$ cat config.mk
export PLATFORM = sky130hd
export DESIGN_NAME = lp_gate_ctrl
export DESIGN_NICKNAME = d
export VERILOG_FILES = /design/src/rtl/lpg_pkg.sv /design/src/rtl/lpg_seq.sv /design/src/rtl/lpg_cfg.sv /design/src/rtl/lpg_pad.sv /design/src/rtl/lpg_clk.sv /design/src/rtl/lp_gate_ctrl.sv
export SDC_FILE = /design/constraint.sdc
export NUM_CORES = 1
export LEC_CHECK = 0
export ABC_CLOCK_PERIOD_IN_PS = 2300
export BUFFER_PORTS_ARGS = -buffer_cell sky130_fd_sc_hd__buf_4
export CAP_MARGIN = 10
export CORE_ASPECT_RATIO = 1.4
export CORE_UTILIZATION = 25
export CTS_CLUSTER_DIAMETER = 50
export DETAILED_ROUTE_END_ITERATION = 8
export PLACE_DENSITY = 0.46
export SLEW_MARGIN = 20
export SYNTH_ARGS = -nofsm -noshare
export SYNTH_HDL_FRONTEND = slang
export SYNTH_HIERARCHICAL = 1
export SYNTH_SLANG_ARGS = --single-unit
$ cat constraint.sdc
create_clock -name clk -period 2.3 [get_ports clk]
set_input_delay 0.115 -clock clk [delete_from_list [all_inputs] [get_ports clk]]
set_output_delay 0.115 -clock clk [all_outputs]
set_load 0.01 [all_outputs]
$ cat src/rtl/lpg_pkg.sv
package lpg_pkg;

  typedef enum logic [2:0] {
    PS_C0  = 3'd0,
    PS_C1  = 3'd1,
    PS_C2  = 3'd2,
    PS_S1  = 3'd3,
    PS_S3  = 3'd4,
    PS_S4  = 3'd5,
    PS_S5  = 3'd6,
    PS_BAD = 3'd7
  } pstate_e;

  typedef enum logic [1:0] {
    CL_PULLUP  = 2'd0,
    CL_OFF_LOW = 2'd1,
    CL_OFF_TRI = 2'd2,
    CL_PARK    = 2'd3
  } sigclass_e;

  typedef enum logic [1:0] {
    PH_IDLE = 2'd0,
    PH_MID  = 2'd1,
    PH_LAST = 2'd2
  } phase_e;

  function automatic pstate_e norm_state(input logic [2:0] code);
    return (code == PS_BAD) ? PS_C0 : pstate_e'(code);
  endfunction

  function automatic logic is_lp(input pstate_e s);
    return (s >= PS_C2) && (s != PS_BAD);
  endfunction

  function automatic logic is_off(input pstate_e s);
    return (s >= PS_S3) && (s != PS_BAD);
  endfunction

endpackage

$ cat src/rtl/lpg_seq.sv
module lpg_seq
  import lpg_pkg::*;
(
  input  logic       clk,
  input  logic       rst_n,
  input  logic [2:0] pstate_i,
  output pstate_e    drv_st_o,
  output pstate_e    oe_st_o,
  output pstate_e    clk_st_o
);

  pstate_e req_q, req_d;
  pstate_e drv_q, drv_d;
  pstate_e oe_q, oe_d;
  pstate_e clk_q, clk_d;
  pstate_e pend_q, pend_d;
  phase_e  ph_q, ph_d;
  logic    deep_q, deep_d;

  always_comb begin
    req_d  = norm_state(pstate_i);
    drv_d  = drv_q;
    oe_d   = oe_q;
    clk_d  = clk_q;
    pend_d = pend_q;
    deep_d = deep_q;
    ph_d   = ph_q;
    unique case (ph_q)
      PH_IDLE: begin
        if (req_q != oe_q) begin
          pend_d = req_q;
          deep_d = (req_q > oe_q);
          if (req_q > oe_q) drv_d = req_q;
          else              clk_d = req_q;
          ph_d = PH_MID;
        end
      end
      PH_MID: begin
        oe_d = pend_q;
        ph_d = PH_LAST;
      end
      PH_LAST: begin
        if (deep_q) clk_d = pend_q;
        else        drv_d = pend_q;
        ph_d = PH_IDLE;
      end
      default: ph_d = PH_IDLE;
    endcase
  end

  always_ff @(posedge clk or negedge rst_n) begin
    if (!rst_n) begin
      req_q  <= PS_C0;
      drv_q  <= PS_C0;
      oe_q   <= PS_C0;
      clk_q  <= PS_C0;
      pend_q <= PS_C0;
      deep_q <= 1'b0;
      ph_q   <= PH_IDLE;
    end else begin
      req_q  <= req_d;
      drv_q  <= drv_d;
      oe_q   <= oe_d;
      clk_q  <= clk_d;
      pend_q <= pend_d;
      deep_q <= deep_d;
      ph_q   <= ph_d;
    end
  end

  assign drv_st_o = drv_q;
  assign oe_st_o  = oe_q;
  assign clk_st_o = clk_q;


  entry_order_chk: assert property (@(posedge clk) disable iff (!rst_n)
    (oe_q > $past(oe_q)) |-> ((drv_q == oe_q) && (clk_q == $past(oe_q))));


  exit_order_chk: assert property (@(posedge clk) disable iff (!rst_n)
    (oe_q < $past(oe_q)) |-> ((clk_q == oe_q) && (drv_q == $past(oe_q))));


  idle_settled_chk: assert property (@(posedge clk) disable iff (!rst_n)
    (ph_q == PH_IDLE) |-> ((drv_q == oe_q) && (oe_q == clk_q)));

endmodule

$ cat src/rtl/lpg_cfg.sv
module lpg_cfg #(
  parameter int N_SIG = 8,
  localparam int CW = 2 * N_SIG
) (
  input  logic          clk,
  input  logic          rst_n,
  input  logic [CW-1:0] cfg_i,
  output logic [CW-1:0] cls_o
);

  logic [CW-1:0] cls_q, cls_d;
  logic          taken_q, taken_d;

  always_comb begin
    cls_d   = cls_q;
    taken_d = 1'b1;
    if (!taken_q) cls_d = cfg_i;
  end

  always_ff @(posedge clk or negedge rst_n) begin
    if (!rst_n) begin
      cls_q   <= '0;
      taken_q <= 1'b0;
    end else begin
      cls_q   <= cls_d;
      taken_q <= taken_d;
    end
  end

  assign cls_o = cls_q;


  cfg_frozen_chk: assert property (@(posedge clk) disable iff (!rst_n)
    $past(taken_q) |-> $stable(cls_q));

endmodule

$ cat src/rtl/lpg_pad.sv
module lpg_pad
  import lpg_pkg::*;
#(
  parameter int               N_SIG    = 8,
  parameter logic [N_SIG-1:0] PARK_VAL = '0
) (
  input  logic               clk,
  input  logic               rst_n,
  input  logic [2*N_SIG-1:0] cls_i,
  input  pstate_e            drv_st_i,
  input  pstate_e            oe_st_i,
  input  logic [N_SIG-1:0]   func_do_i,
  input  logic [N_SIG-1:0]   func_oe_i,
  output logic [N_SIG-1:0]   pad_do_o,
  output logic [N_SIG-1:0]   pad_oe_o
);

  logic drv_lp, drv_off, oe_lp, oe_off;

  assign drv_lp  = is_lp(drv_st_i);
  assign drv_off = is_off(drv_st_i);
  assign oe_lp   = is_lp(oe_st_i);
  assign oe_off  = is_off(oe_st_i);

  for (genvar i = 0; i < N_SIG; i++) begin : g_sig
    sigclass_e cls;
    logic      d_val;
    logic      o_val;

    assign cls = sigclass_e'(cls_i[2*i +: 2]);

    always_comb begin
      d_val = func_do_i[i];
      o_val = func_oe_i[i];
      unique case (cls)
        CL_PULLUP: begin
          if (drv_lp) d_val = 1'b1;
          if (oe_lp)  o_val = 1'b0;
        end
        CL_OFF_LOW: begin
          if (drv_off) d_val = 1'b0;
          if (oe_off)  o_val = 1'b1;
        end
        CL_OFF_TRI: begin
          if (drv_off) d_val = 1'b0;
          if (oe_off)  o_val = 1'b0;
        end
        CL_PARK: begin
          if (drv_lp) d_val = PARK_VAL[i];
          if (oe_lp)  o_val = 1'b1;
        end
        default: ;
      endcase
    end

    assign pad_do_o[i] = d_val;
    assign pad_oe_o[i] = o_val;


    pu_never_low_chk: assert property (@(posedge clk) disable iff (!rst_n)
      ((cls == CL_PULLUP) && (drv_lp || oe_lp)) |-> !(pad_oe_o[i] && !pad_do_o[i]));


    pu_tristate_chk: assert property (@(posedge clk) disable iff (!rst_n)
      ((cls == CL_PULLUP) && oe_lp) |-> !pad_oe_o[i]);


    park_hold_chk: assert property (@(posedge clk) disable iff (!rst_n)
      ((cls == CL_PARK) && oe_lp && drv_lp) |-> (pad_oe_o[i] && (pad_do_o[i] == PARK_VAL[i])));
  end

endmodule

$ cat src/rtl/lpg_clk.sv
module lpg_clk
  import lpg_pkg::*;
#(
  parameter int N_CORE_CLK = 4
) (
  input  pstate_e               clk_st_i,
  output logic [N_CORE_CLK-1:0] core_en_o,
  output logic                  pci_en_o,
  output logic                  slp_n_o
);

  logic sleep_deep;
  logic pci_run;

  assign sleep_deep = is_off(clk_st_i);
  assign slp_n_o    = !sleep_deep;

  for (genvar k = 0; k < N_CORE_CLK; k++) begin : g_core
    assign core_en_o[k] = slp_n_o;
  end

  always_comb begin
    unique case (clk_st_i)
      PS_C0, PS_C1, PS_C2, PS_S1, PS_BAD: pci_run = 1'b1;
      default:                            pci_run = 1'b0;
    endcase
  end

  assign pci_en_o = pci_run;

endmodule

$ cat src/rtl/lp_gate_ctrl.sv
module lp_gate_ctrl
  import lpg_pkg::*;
#(
  parameter int               N_SIG      = 8,
  parameter int               N_CORE_CLK = 4,
  parameter logic [N_SIG-1:0] PARK_VAL   = '0
) (
  input  logic                  clk,
  input  logic                  rst_n,
  input  logic [2:0]            pstate_i,
  input  logic [2*N_SIG-1:0]    cfg_class_i,
  input  logic [N_SIG-1:0]      func_do_i,
  input  logic [N_SIG-1:0]      func_oe_i,
  output logic [N_SIG-1:0]      pad_do_o,
  output logic [N_SIG-1:0]      pad_oe_o,
  output logic [N_CORE_CLK-1:0] core_clk_en_o,
  output logic                  pci_clk_en_o,
  output logic                  slp_s3_n_o
);

  pstate_e            drv_st, oe_st, clk_st;
  logic [2*N_SIG-1:0] cls;

  lpg_seq u_seq (
    .clk      (clk),
    .rst_n    (rst_n),
    .pstate_i (pstate_i),
    .drv_st_o (drv_st),
    .oe_st_o  (oe_st),
    .clk_st_o (clk_st)
  );

  lpg_cfg #(.N_SIG(N_SIG)) u_cfg (
    .clk   (clk),
    .rst_n (rst_n),
    .cfg_i (cfg_class_i),
    .cls_o (cls)
  );

  lpg_pad #(.N_SIG(N_SIG), .PARK_VAL(PARK_VAL)) u_pad (
    .clk       (clk),
    .rst_n     (rst_n),
    .cls_i     (cls),
    .drv_st_i  (drv_st),
    .oe_st_i   (oe_st),
    .func_do_i (func_do_i),
    .func_oe_i (func_oe_i),
    .pad_do_o  (pad_do_o),
    .pad_oe_o  (pad_oe_o)
  );

  lpg_clk #(.N_CORE_CLK(N_CORE_CLK)) u_clk (
    .clk_st_i  (clk_st),
    .core_en_o (core_clk_en_o),
    .pci_en_o  (pci_clk_en_o),
    .slp_n_o   (slp_s3_n_o)
  );


  clk_after_pads_chk: assert property (@(posedge clk) disable iff (!rst_n)
    !slp_s3_n_o |-> is_off(oe_st));


  pci_follows_core_chk: assert property (@(posedge clk) disable iff (!rst_n)
    pci_clk_en_o |-> (core_clk_en_o[0] && slp_s3_n_o));

endmodule

==> metrics.cfg, run 1 <==
[cts]
insertion_delay_ps=280
clock_sinks=35
cts_resized=0
root_buffer=clkbuf_16
cts_max_level=2
cts_tree=yes
path_clk_slew_ps=50
postCtsSetupRepairBufs=0
cts_made_buffers=5
cts_buffer_depth=2

[detailed_routing]
via_count=2030
vias_per_cell=4.55
drt-initial-drc-count=78
post-route-drc-count=0
drt_wl_total_um=6420
firstDrtPassIters=4
antenna_left=0
detail_route.wl_per_cell_um=14.4

[global_routing]
grt_max_degree=36
grtUsageTotal_pct=11.7
grt_pass1_vias=2084
gr-total-overflow=0
grt_pass1_wl_um=10400
grt_antenna_before_repair=0

[cells_and_area]
final_common_cell=buf_4
n_antenna_cell=0
fillers=1123
fin_nets=379
area_growth_pct=21.4
drive_above_1_share_pct=31.8
post-route-util_pct=31.5
final_cell_mix=61 x buf_4, 35 x dfrtp_1, 35 x ha_1, 27 x inv_1

[sta]
fmax_ghz=0.507
hold_violations=0
clock_skew_ps=3.35
rsz0062_at_grt=no
slew_viol_final=0
fin_crit_ps=1970
slew_headroom_pct=55.7
setup_viol_count_final=0
finalCritPeriodShare_pct=85.7
setup_tns_ps=0
tightest_slew_ps=663

[power]
p_leak_nw=1.65
internal-power_mw=1.96
p_per_area_nw_per_um2=981
pwr-share-comb_pct=50.6
switchingPower_mw=1.27
ir_drop_mv=0.325
power_frac_clock_pct=20.0
switching_share_pct=39.3
seqPwrFrac_pct=29.4

[synthesis]
synthTopCellsByArea=dfrtp_1 32%, ha_1 16%, buf_4 5.5%
synth_flop_cell=dfrtp_1
syn_nets=336
post-synth-top-area-cell=dfrtp_1
ys_ff_latch=35
synth_area_per_cell_um2=10.3
synth.distinct_cells=36
yosys_warnings=6
syn_inst=264
async_flop_share_pct=100
synth_area_um2=2710
yosys.area.top_type_share_pct=32.3
synth_seq_area_share_pct=32.3
synth_edf_count=0

[floorplanning]
row_count=44
die_h_um=125
ioPinCount=59
design.core.area_um2=10500
die-area_um2=11300
initial_core_util_pct=25.9
die_w_um=90.0

[setup_path]
path_class=flop to output pin
startpoint_type=flop
critical_path.slowest_cell=dfrtp_1
crit_path_end_kind=output pin
critical_path.cell_chain=buf_4 -> nor2_1 -> o21ai_0 -> a211oi_1 -> buf_4
cp_common_cell=buf_4
critPathMaxStageDelay_ps=370
crit_required_ps=2180
cp.arrival_ps=1860
worstPathMaxFanout=14

[status]
status=complete, no violations

[run]
maxCapViolCount=0

[worst_hold_path]
hold_class=input port to flop

[place]
gp_congestion=0.842
port_buffers=58
dp_hpwl_um=5080

-- final cells by class --
type                       count  area [µm²]  area share (%)
tap                          138         173            5.25
timing repair buffer          62         468            14.2
clock inverter                 1        5.00           0.152
inverter                      27         101            3.08
sequential                    35         876            26.6
multi-input combinational    176        1540            46.7
clock buffer                   7         133            4.03
-- timing repair --
item | 4_1_cts | 5_1_grt
endpoints found under the hold margin | 35 | 0
hold buffers | 1 | 0
setup endpoints to repair | 0 | 0
-- state kept, by name (all words and copies together), names as in the netlist --
register        flops
u_seq/drv_st_o      3
u_seq/oe_st_o       3
u_seq/deep_q        1
u_seq/req_q         3
u_cfg/cls_o        16
u_seq/pend_q        3
u_seq/ph_q          2
u_seq/clk_st_o      3
u_cfg/taken_q       1
-- Yosys cell counts (all sizes together) (2+ instances only) --
cell type	number
a2111oi	7
a21boi	4
nand2	19
buf	25
a21oi	19
nand2b	2
mux2i	9
a21o	8
ha	35
o21ai	21
a21bo	4
dfrtp	35
mux2	20
nor2	4
inv	27
a211oi	7
o211ai	8
-- power groups by stage --
| stage | clock network, mW | logic, mW | registers [mW] |
|---|---|---|---|
| after floorplan | 0 | 1.28 | 0.917 |
| after global placement | 0 | 1.63 | 0.953 |
| after detailed placement | 0 | 1.65 | 0.960 |
| after CTS | 0.668 | 1.65 | 0.952 |
| after global routing | 0.695 | 1.79 | 0.978 |
| final | 0.646 | 1.63 | 0.948 |
-- worst max-delay path: cells and delay by family (launching register included) --
kind | cells | cell delay [ps]
buffers and inverters | 2 | 380
AO/OA/AOI/OAI | 2 | 500
flip-flops | 1 | 370
AND/OR/NAND/NOR | 1 | 330
-- final timing paths --
path / startpoint / end / slack, ps / cells past startpoint
min in group asynchronous: rst_n / u_seq/clk_st_o[1]$_DFFE_PN0P_ / 340 / 2
worst min-delay path: pstate_i[0] / u_seq/req_q[2]$_DFF_PN0_ / 40 / 2
worst max register to register: u_seq/oe_st_o[0]$_DFFE_PN0N_ / u_seq/pend_q[2]$_DFFE_PN0P_ / 490 / 3
worst max-delay path: u_seq/oe_st_o[2]$_DFFE_PN0N_ / pad_oe_o[6] / 330 / 5
worst min register to register: u_seq/pend_q[2]$_DFFE_PN0P_ / u_seq/oe_st_o[2]$_DFFE_PN0N_ / 510 / 2
max in group asynchronous: rst_n / u_cfg/taken_q$_DFF_PN0_ / 1630 / 2
-- routing by layer --
layer / track usage [%] / vias up / wire [µm]
met5: 0 / - / 0
met1: 13.5 / 981 / 2640
met4: 3.89 / 0 / 126
met3: 2.31 / 8 / 294
li1: - / 987 / -
met2: 21.2 / 54 / 3360
-- cells by family (layout without fill, tap and decap cells) --
group	count (synthesis)	after routing	share of synthesized area [%]
AND/OR/NAND/NOR	29	29	4.57
buffers and inverters	53	97	11.1
flip-flops	35	35	32.3
adder cells (fa/ha/maj)	35	35	16.2
multiplexers	29	29	13.0
AO/OA/AOI/OAI	82	82	22.8
other	1	1	0.138
-- per-stage QoR --
step,cells,cell area (µm²),worst slack (ps),hold slack [ps],power (mW)
after global placement,437,3140,516,99.0,2.58
final,446,3290,329,35.6,3.23
after detailed placement,437,3140,475,108,2.61
after CTS,446,3290,305,37.0,3.27
after floorplan,264,2710,567,-181,2.20
after global routing,446,3290,189,43.7,3.47
No activity file was read; power rests on OpenSTA's default activity.
==> run 2: changes to the inputs <==
--- a/config.mk
+++ b/config.mk
@@ -5,16 +5,14 @@
 export SDC_FILE = /design/constraint.sdc
 export NUM_CORES = 1
 export LEC_CHECK = 0
-export ABC_CLOCK_PERIOD_IN_PS = 2300
+export ABC_CLOCK_PERIOD_IN_PS = 1800
 export BUFFER_PORTS_ARGS = -buffer_cell sky130_fd_sc_hd__buf_4
 export CAP_MARGIN = 10
 export CORE_ASPECT_RATIO = 1.4
 export CORE_UTILIZATION = 25
 export CTS_CLUSTER_DIAMETER = 50
 export DETAILED_ROUTE_END_ITERATION = 8
-export PLACE_DENSITY = 0.46
-export SLEW_MARGIN = 20
+export PLACE_DENSITY = 0.48
 export SYNTH_ARGS = -nofsm -noshare
 export SYNTH_HDL_FRONTEND = slang
-export SYNTH_HIERARCHICAL = 1
 export SYNTH_SLANG_ARGS = --single-unit
==> constraint.sdc (replaced) <==
create_clock -name clk -period 1.8 [get_ports clk]
set_input_delay 0.09 -clock clk [delete_from_list [all_inputs] [get_ports clk]]
set_output_delay 0.09 -clock clk [all_outputs]
set_load 0.01 [all_outputs]
==> run 2 against run 1 <==
Compared with the run above:
- non-clock buffer count grew 10
- setup slack got worse by 240 ps
- clock skew grew 0.53 ps
- critical path type unchanged
- critical endpoint is now pad_oe_o[4]
- largest cell class unchanged
- highest routed layer unchanged
==> metrics.cfg, run 2 <==
[status]
status=complete, no violations

[floorplanning]
ioPinCount=59  ; unchanged
die_h_um=121  ; -3.1%
die-area_um2=10600  ; -6.1%
row_count=43  ; -2.3%
die_w_um=87.2  ; -3.1%
initial_core_util_pct=25.7  ; -0.24 points
design.core.area_um2=9900  ; -5.4%

[cells_and_area]
fin_nets=378  ; -0.26%
area_growth_pct=37.9
fillers=1054  ; -6.1%
final_common_cell=buf_4
n_antenna_cell=0  ; unchanged
multi_input_area_um2=1630  ; +5.9%
regArea_um2=877  ; +0.14%
drive_above_1_share_pct=40.4  ; +8.6 points
final_cell_mix=68 x buf_4, 34 x dfrtp_1, 33 x ha_1, 28 x nand2_1, 25 x inv_1
largest_register_ffs=16  ; unchanged

[setup_path]
worstPathMaxFanout=4  ; -10
cp.arrival_ps=1630  ; -230 ps
crit_path_end_kind=output pin
path_class=flop to output pin
crit_required_ps=1710  ; -470 ps
startpoint_type=flop

[synthesis]
yosys.area.top_type_share_pct=34.4  ; +2.1 points
synth.distinct_cells=28  ; -22%
yosys_warnings=0  ; -6
synth_xor_area_share_pct=0  ; unchanged
synth_seq_area_share_pct=34.4  ; +2.1 points
synth_top_family_by_area=compound AO/OA/AOI/OAI gates
synthTopCellsByArea=dfrtp_1 34%, ha_1 17%, mux2_2 8.9%
post-synth-top-area-cell=dfrtp_1
synth_flop_cell=dfrtp_1
yosys-top-cells-count=35 x dfrtp_1, 35 x ha_1, 30 x nand2_1
synth_area_per_cell_um2=10.1  ; -1.8%
synth_compound_area_share_pct=19.5  ; -3.3 points
async_flop_share_pct=100  ; unchanged
synth_area_um2=2540  ; -6.2%
synth_edf_count=0  ; unchanged
synth_fa_ha_area_share_pct=17.2  ; +1.1 points
synthSimpleGateAreaFrac_pct=5.86  ; +1.3 points
synth_mux_area_share_pct=12.0  ; -1.0 points
syn_inst=252  ; -4.5%
syn_nets=324  ; -3.6%
ys_ff_latch=35  ; unchanged

[sta]
rsz0062_at_grt=no
hold_slack_ps=16.1  ; -19.6 ps
slew_viol_final=0  ; unchanged
fin_crit_ps=1720
hold_violations=0  ; unchanged
setup_viol_count_final=0  ; unchanged
clock_skew_ps=3.88  ; +0.533 ps
setup_slack_ps=84.2  ; -245 ps
setup_tns_ps=0  ; unchanged
slew_headroom_pct=67.2  ; +12 points
finalCritPeriodShare_pct=95.3
tightest_slew_ps=487  ; -177 ps
fmax_ghz=0.583

[detailed_routing]
post-route-drc-count=0  ; unchanged
vias_per_cell=4.33  ; -4.8%
drt-initial-drc-count=55  ; -29%
firstDrtPassIters=4  ; unchanged
detail_route.wl_per_cell_um=13.2  ; -8.2%
via_count=1915  ; -5.7%
antenna_left=0  ; unchanged
drt_wl_total_um=5840  ; -9.0%

[power]
power_frac_clock_pct=19.4  ; -0.6 points
ir_drop_mv=0.518  ; +60%
switchingPower_mw=1.75  ; +38%
switching_share_pct=37.9  ; -1.4 points
p_leak_nw=1.70  ; +3.1%
seqPwrFrac_pct=25.9  ; -3.5 points
pwr-share-comb_pct=54.7  ; +4.1 points
p_per_area_nw_per_um2=1320  ; +34%
internal-power_mw=2.87  ; +46%

[place]
gp_congestion=0.700  ; -17%
dp_hpwl_um=4430  ; -13%
port_buffers=58  ; unchanged
pre_cts_ws_ps=89.2  ; -386 ps

[cts]
insertion_delay_ps=280  ; about the same
path_clk_slew_ps=50  ; about the same
clock_sinks=35  ; unchanged
cts_made_buffers=5  ; unchanged
cts_tree=yes
cts_max_level=2  ; unchanged
cts_buffer_depth=2  ; unchanged
root_buffer=clkbuf_16

[run]
maxCapViolCount=0  ; unchanged

[global_routing]
grt_antenna_before_repair=0  ; unchanged
gr-total-overflow=0  ; unchanged
grt_max_degree=36  ; unchanged
grt_pass1_wl_um=9560  ; -7.9%
grt_pass1_vias=1965  ; -5.7%
grtUsageTotal_pct=11.9  ; +0.26 points

[worst_hold_path]
hold_class=input port to flop

run 2: critical path: stages (launching register included):
cell and delay, ps:
dfrtp_1 400, inv_1 80, ha_1 280, a2111oi_4 360, a211oi_2 70, buf_4 150
run 2: power by group through the flow:
stage               Combinational [mW]  Sequential, mW  Clock, mW
finish                            2.53            1.19      0.894
floorplan                         1.66            1.15          0
global placement                  2.23            1.19          0
CTS                               2.48            1.19      0.935
global route                      2.78            1.23      0.967
detailed placement                2.25            1.20          0
run 2: final timing paths:
check	endpoint	from	slack, ps	cells past startpoint
max	pad_oe_o[4]	u_cfg.cls_o[8]$_DFFE_PN0N_	80	5
min	u_seq.req_q[0]$_DFF_PN0_	pstate_i[1]	20	2
max reg2reg	u_seq.pend_q[0]$_DFFE_PN0P_	u_seq.oe_st_o[1]$_DFFE_PN0N_	100	6
min reg2reg	u_seq.pend_q[0]$_DFFE_PN0P_	u_seq.req_q[0]$_DFF_PN0_	500	1
max in group asynchronous	u_seq.oe_st_o[2]$_DFFE_PN0N_	rst_n	1130	2
min in group asynchronous	u_cfg.cls_o[14]$_DFFE_PN0N_	rst_n	310	2
run 2: metal layers:
metal	share of wire (%)	vias up	track usage [%]
met5	0	-	0
met4	1.4	0	3.38
met3	3.5	7	2.38
met2	53	39	22.6
met1	42	909	13.2
li1	-	960	-
run 2: metrics by stage:
step                      std cells  total power [mW]  utilization, %  instance area, µm²
after floorplan                 252              2.81               -                2590
after global placement          429              3.43            31.4                3110
after detailed placement        429              3.45            31.4                3110
after CTS                       439              4.60            34.8                3450
after global routing            442              4.98            35.4                3510
final                           442              4.61            35.4                3510
run 2: cells by family after synthesis:
| family | Yosys count |
|---|---|
| compound gates | 65 |
| buf+inv | 52 |
| simple gates | 36 |
| fa+ha+maj | 35 |
| flops | 35 |
| mux | 28 |
| other cells | 1 |
run 2: what timing repair did:
action / in CTS / in global routing
endpoints found under the setup margin: 8 / 12
resized for setup: 29 / 7
endpoints found under the hold margin: 35 / 0
hold buffers: 1 / 0
cloned: 0 / 0
pin swaps: 8 / 2
buffers inserted: 1 / 3
run 2: cell type report:
cell class / count / share of cell area (%)
Tap cell: 135 / 4.82
Clock buffer: 8 / 4.46
Multi-Input combinational cell: 165 / 46.4
Timing Repair Buffer: 72 / 16.3
Sequential cell: 35 / 25.0
Inverter: 27 / 3.00
==> run 3: changes to the inputs <==
--- a/config.mk
+++ b/config.mk
@@ -5,14 +5,15 @@
 export SDC_FILE = /design/constraint.sdc
 export NUM_CORES = 1
 export LEC_CHECK = 0
-export ABC_CLOCK_PERIOD_IN_PS = 1800
+export ABC_CLOCK_PERIOD_IN_PS = 1650
 export BUFFER_PORTS_ARGS = -buffer_cell sky130_fd_sc_hd__buf_4
 export CAP_MARGIN = 10
 export CORE_ASPECT_RATIO = 1.4
 export CORE_UTILIZATION = 25
 export CTS_CLUSTER_DIAMETER = 50
 export DETAILED_ROUTE_END_ITERATION = 8
-export PLACE_DENSITY = 0.48
+export PLACE_DENSITY = 0.46
+export RECOVER_POWER = 25
 export SYNTH_ARGS = -nofsm -noshare
 export SYNTH_HDL_FRONTEND = slang
 export SYNTH_SLANG_ARGS = --single-unit
==> constraint.sdc (replaced) <==
create_clock -name clk -period 1.65 [get_ports clk]
set_input_delay 0.0825 -clock clk [delete_from_list [all_inputs] [get_ports clk]]
set_output_delay 0.0825 -clock clk [all_outputs]
set_load 0.01 [all_outputs]
==> run 3 against run 2 <==
Compared with the run above:
- the run now ends with negative setup slack left
- clock power down 3.9%
- sequential power up 13%
- count of clock-buffer cells in the layout down 2
- power up 19%
- utilization up 3.7 points
- global-route usage up 1.1 points
- register-to-register slack worse by 110 ps
- flip-flop and latch count unchanged
- via count up 4.4%
==> metrics.cfg, run 3 (same netlist as run 2, synthesis figures left out) <==
[status]
status=finished, violations left
violations=negative setup slack

[cells_and_area]
post-route-util_pct=39.1  ; +3.7 points
drive_above_1_share_pct=61.0  ; +21 points
n_antenna_cell=0  ; unchanged
area_growth_pct=52.2
largest_register_ffs=16  ; unchanged
fin_nets=388  ; +2.6%
final_common_cell=buf_4
final_cell_mix=64 x buf_4, 27 x dfrtp_1, 25 x nand2_1, 17 x mux2_2, 16 x inv_2

[floorplanning]
row_count=43  ; unchanged
die_w_um=87.2  ; unchanged
ioPinCount=59  ; unchanged
design.core.area_um2=9900  ; unchanged
initial_core_util_pct=25.7  ; unchanged
die_h_um=121  ; unchanged
die-area_um2=10600  ; unchanged

[place]
port_buffers=58  ; unchanged
gp_congestion=0.720  ; +2.9%
dp_hpwl_um=4780  ; +7.9%

[cts]
root_buffer=clkbuf_16
cts_max_level=2  ; unchanged
cts_made_buffers=5  ; unchanged
clock_sinks=35  ; unchanged
path_clk_slew_ps=50  ; about the same
insertion_delay_ps=270  ; about the same
cts_buffer_depth=2  ; unchanged
cts_tree=yes

[detailed_routing]
drt-initial-drc-count=38  ; -31%
post-route-drc-count=0  ; unchanged
antenna_left=0  ; unchanged
detail_route.wl_per_cell_um=14.1  ; +7.0%
vias_per_cell=4.44  ; +2.6%
drt_wl_total_um=6360  ; +8.9%
via_count=2000  ; +4.4%
firstDrtPassIters=4  ; unchanged

[power]
p_leak_nw=1.73  ; +1.9%
p_per_area_nw_per_um2=1420  ; +7.6%
ir_drop_mv=0.661  ; +27%

[sta]
setup_viol_count_final=7  ; +7
clock_skew_ps=2.12  ; -1.76 ps
slew_headroom_pct=41.4  ; -26 points
rsz0062_at_grt=yes
tightest_slew_ps=879  ; +392 ps
slew_viol_final=0  ; unchanged
fmax_ghz=0.592
hold_slack_ps=22.4  ; +6.37 ps
hold_violations=0  ; unchanged
setup_slack_ps=-39.7  ; -124 ps
fin_crit_ps=1690
finalCritPeriodShare_pct=102

[worst_hold_path]
hold_depth=2  ; unchanged
hold_class=input port to flop

[global_routing]
grt_antenna_before_repair=0  ; unchanged
grt_pass1_vias=2108  ; +7.3%
grt_pass1_wl_um=10400  ; +9.1%
gr-total-overflow=0  ; unchanged
grtUsageTotal_pct=13.0  ; +1.1 points
grt_max_degree=36  ; unchanged

[setup_path]
crit_path_end_kind=output pin
path_class=flop to output pin
cp.arrival_ps=1610  ; -20 ps
crit_required_ps=1570  ; -140 ps
startpoint_type=flop
rr_worst_depth=5  ; -1
worstPathMaxFanout=8  ; +4

[run]
maxCapViolCount=0  ; unchanged

==> run 3: cell count changes in the layout (fill, tap and decap cells not counted), moves of 3 or more <==
cell,previous run,this run
dfrtp_2,1,8
a21oi_1,19,9
ha_4,2,13
ha_2,0,10
dlygate4sd3_1,1,4
ha_1,33,12
dfrtp_1,34,27
buf_6,1,11
buf_4,68,64
nand2_1,28,25
inv_2,0,16
inv_1,25,9
a21oi_2,0,10
==> run 3: timing repair <==
action                                 in CTS  in global routing
buffers inserted                            4                  1
pin swaps                                  21                 20
cloned                                      0                  0
endpoints found under the hold margin      37                  0
hold buffers                                4                  0
gates resized for setup                    81                 45
setup endpoints to repair                  19                 26
==> run 3: path summary, 6_finish.rpt <==
path,start,slack [ps],to
setup / recovery,u_seq.oe_st_o[0]$_DFFE_PN0N_,-40,pad_oe_o[1]
hold / removal,pstate_i[2],20,u_seq.req_q[1]$_DFF_PN0_
setup reg to reg,u_seq.oe_st_o[1]$_DFFE_PN0N_,-10,u_seq.pend_q[2]$_DFFE_PN0P_
hold reg to reg,u_seq.req_q[0]$_DFF_PN0_,510,u_seq.pend_q[0]$_DFFE_PN0P_
max in group asynchronous,rst_n,580,u_cfg.cls_o[14]$_DFFE_PN0N_
min in group asynchronous,rst_n,460,u_seq.clk_st_o[0]$_DFFE_PN0P_
==> run 3: routing by layer <==
layer | track usage, % | vias to the layer above | part of all wire (%)
met4 | 4.30 | 0 | 1.4
li1 | - | 980 | -
met2 | 23.7 | 43 | 52
met1 | 15.3 | 970 | 42
met5 | 0 | - | 0
met3 | 2.04 | 7 | 3.7
==> run 3: layout make-up <==
cell class | instances | area (µm²)
timing repair buffer | 82 | 689
clock buffer | 6 | 129
inverter | 27 | 105
tap | 135 | 169
fill | 1008 | 6030
sequential | 35 | 886
multi-input combinational | 165 | 1890
==> run 3: worst max-delay path, cell delays in order (launching register included) <==
cell and delay (ps):
dfrtp_1 400, buf_6 140, nand2_4 90, nand2_8 110, a2111oi_4 330, a211oi_2 100, buf_4 150
==> run 3: report_power, final <==
part / internal (mW) / switching (mW) / leakage (nW) / total (mW)
registers: 1.10 / 0.251 / 0.412 / 1.35
logic: 1.71 / 1.57 / 1.25 / 3.28
clock network: 0.542 / 0.317 / 0.0628 / 0.859
==> run 3: through the flow <==
step | total power [mW] | cells | area, µm² | worst slack [ps] | TNS, ps
detailed placement | 3.86 | 435 | 3140 | -10.1 | -22.0
global route | 5.85 | 450 | 3870 | -110 | -1210
global placement | 3.82 | 435 | 3140 | 11.3 | 0
floorplan | 3.07 | 252 | 2590 | -129 | -1030
finish | 5.48 | 450 | 3870 | -39.7 | -81.8
CTS | 5.28 | 449 | 3670 | -45.1 | -162
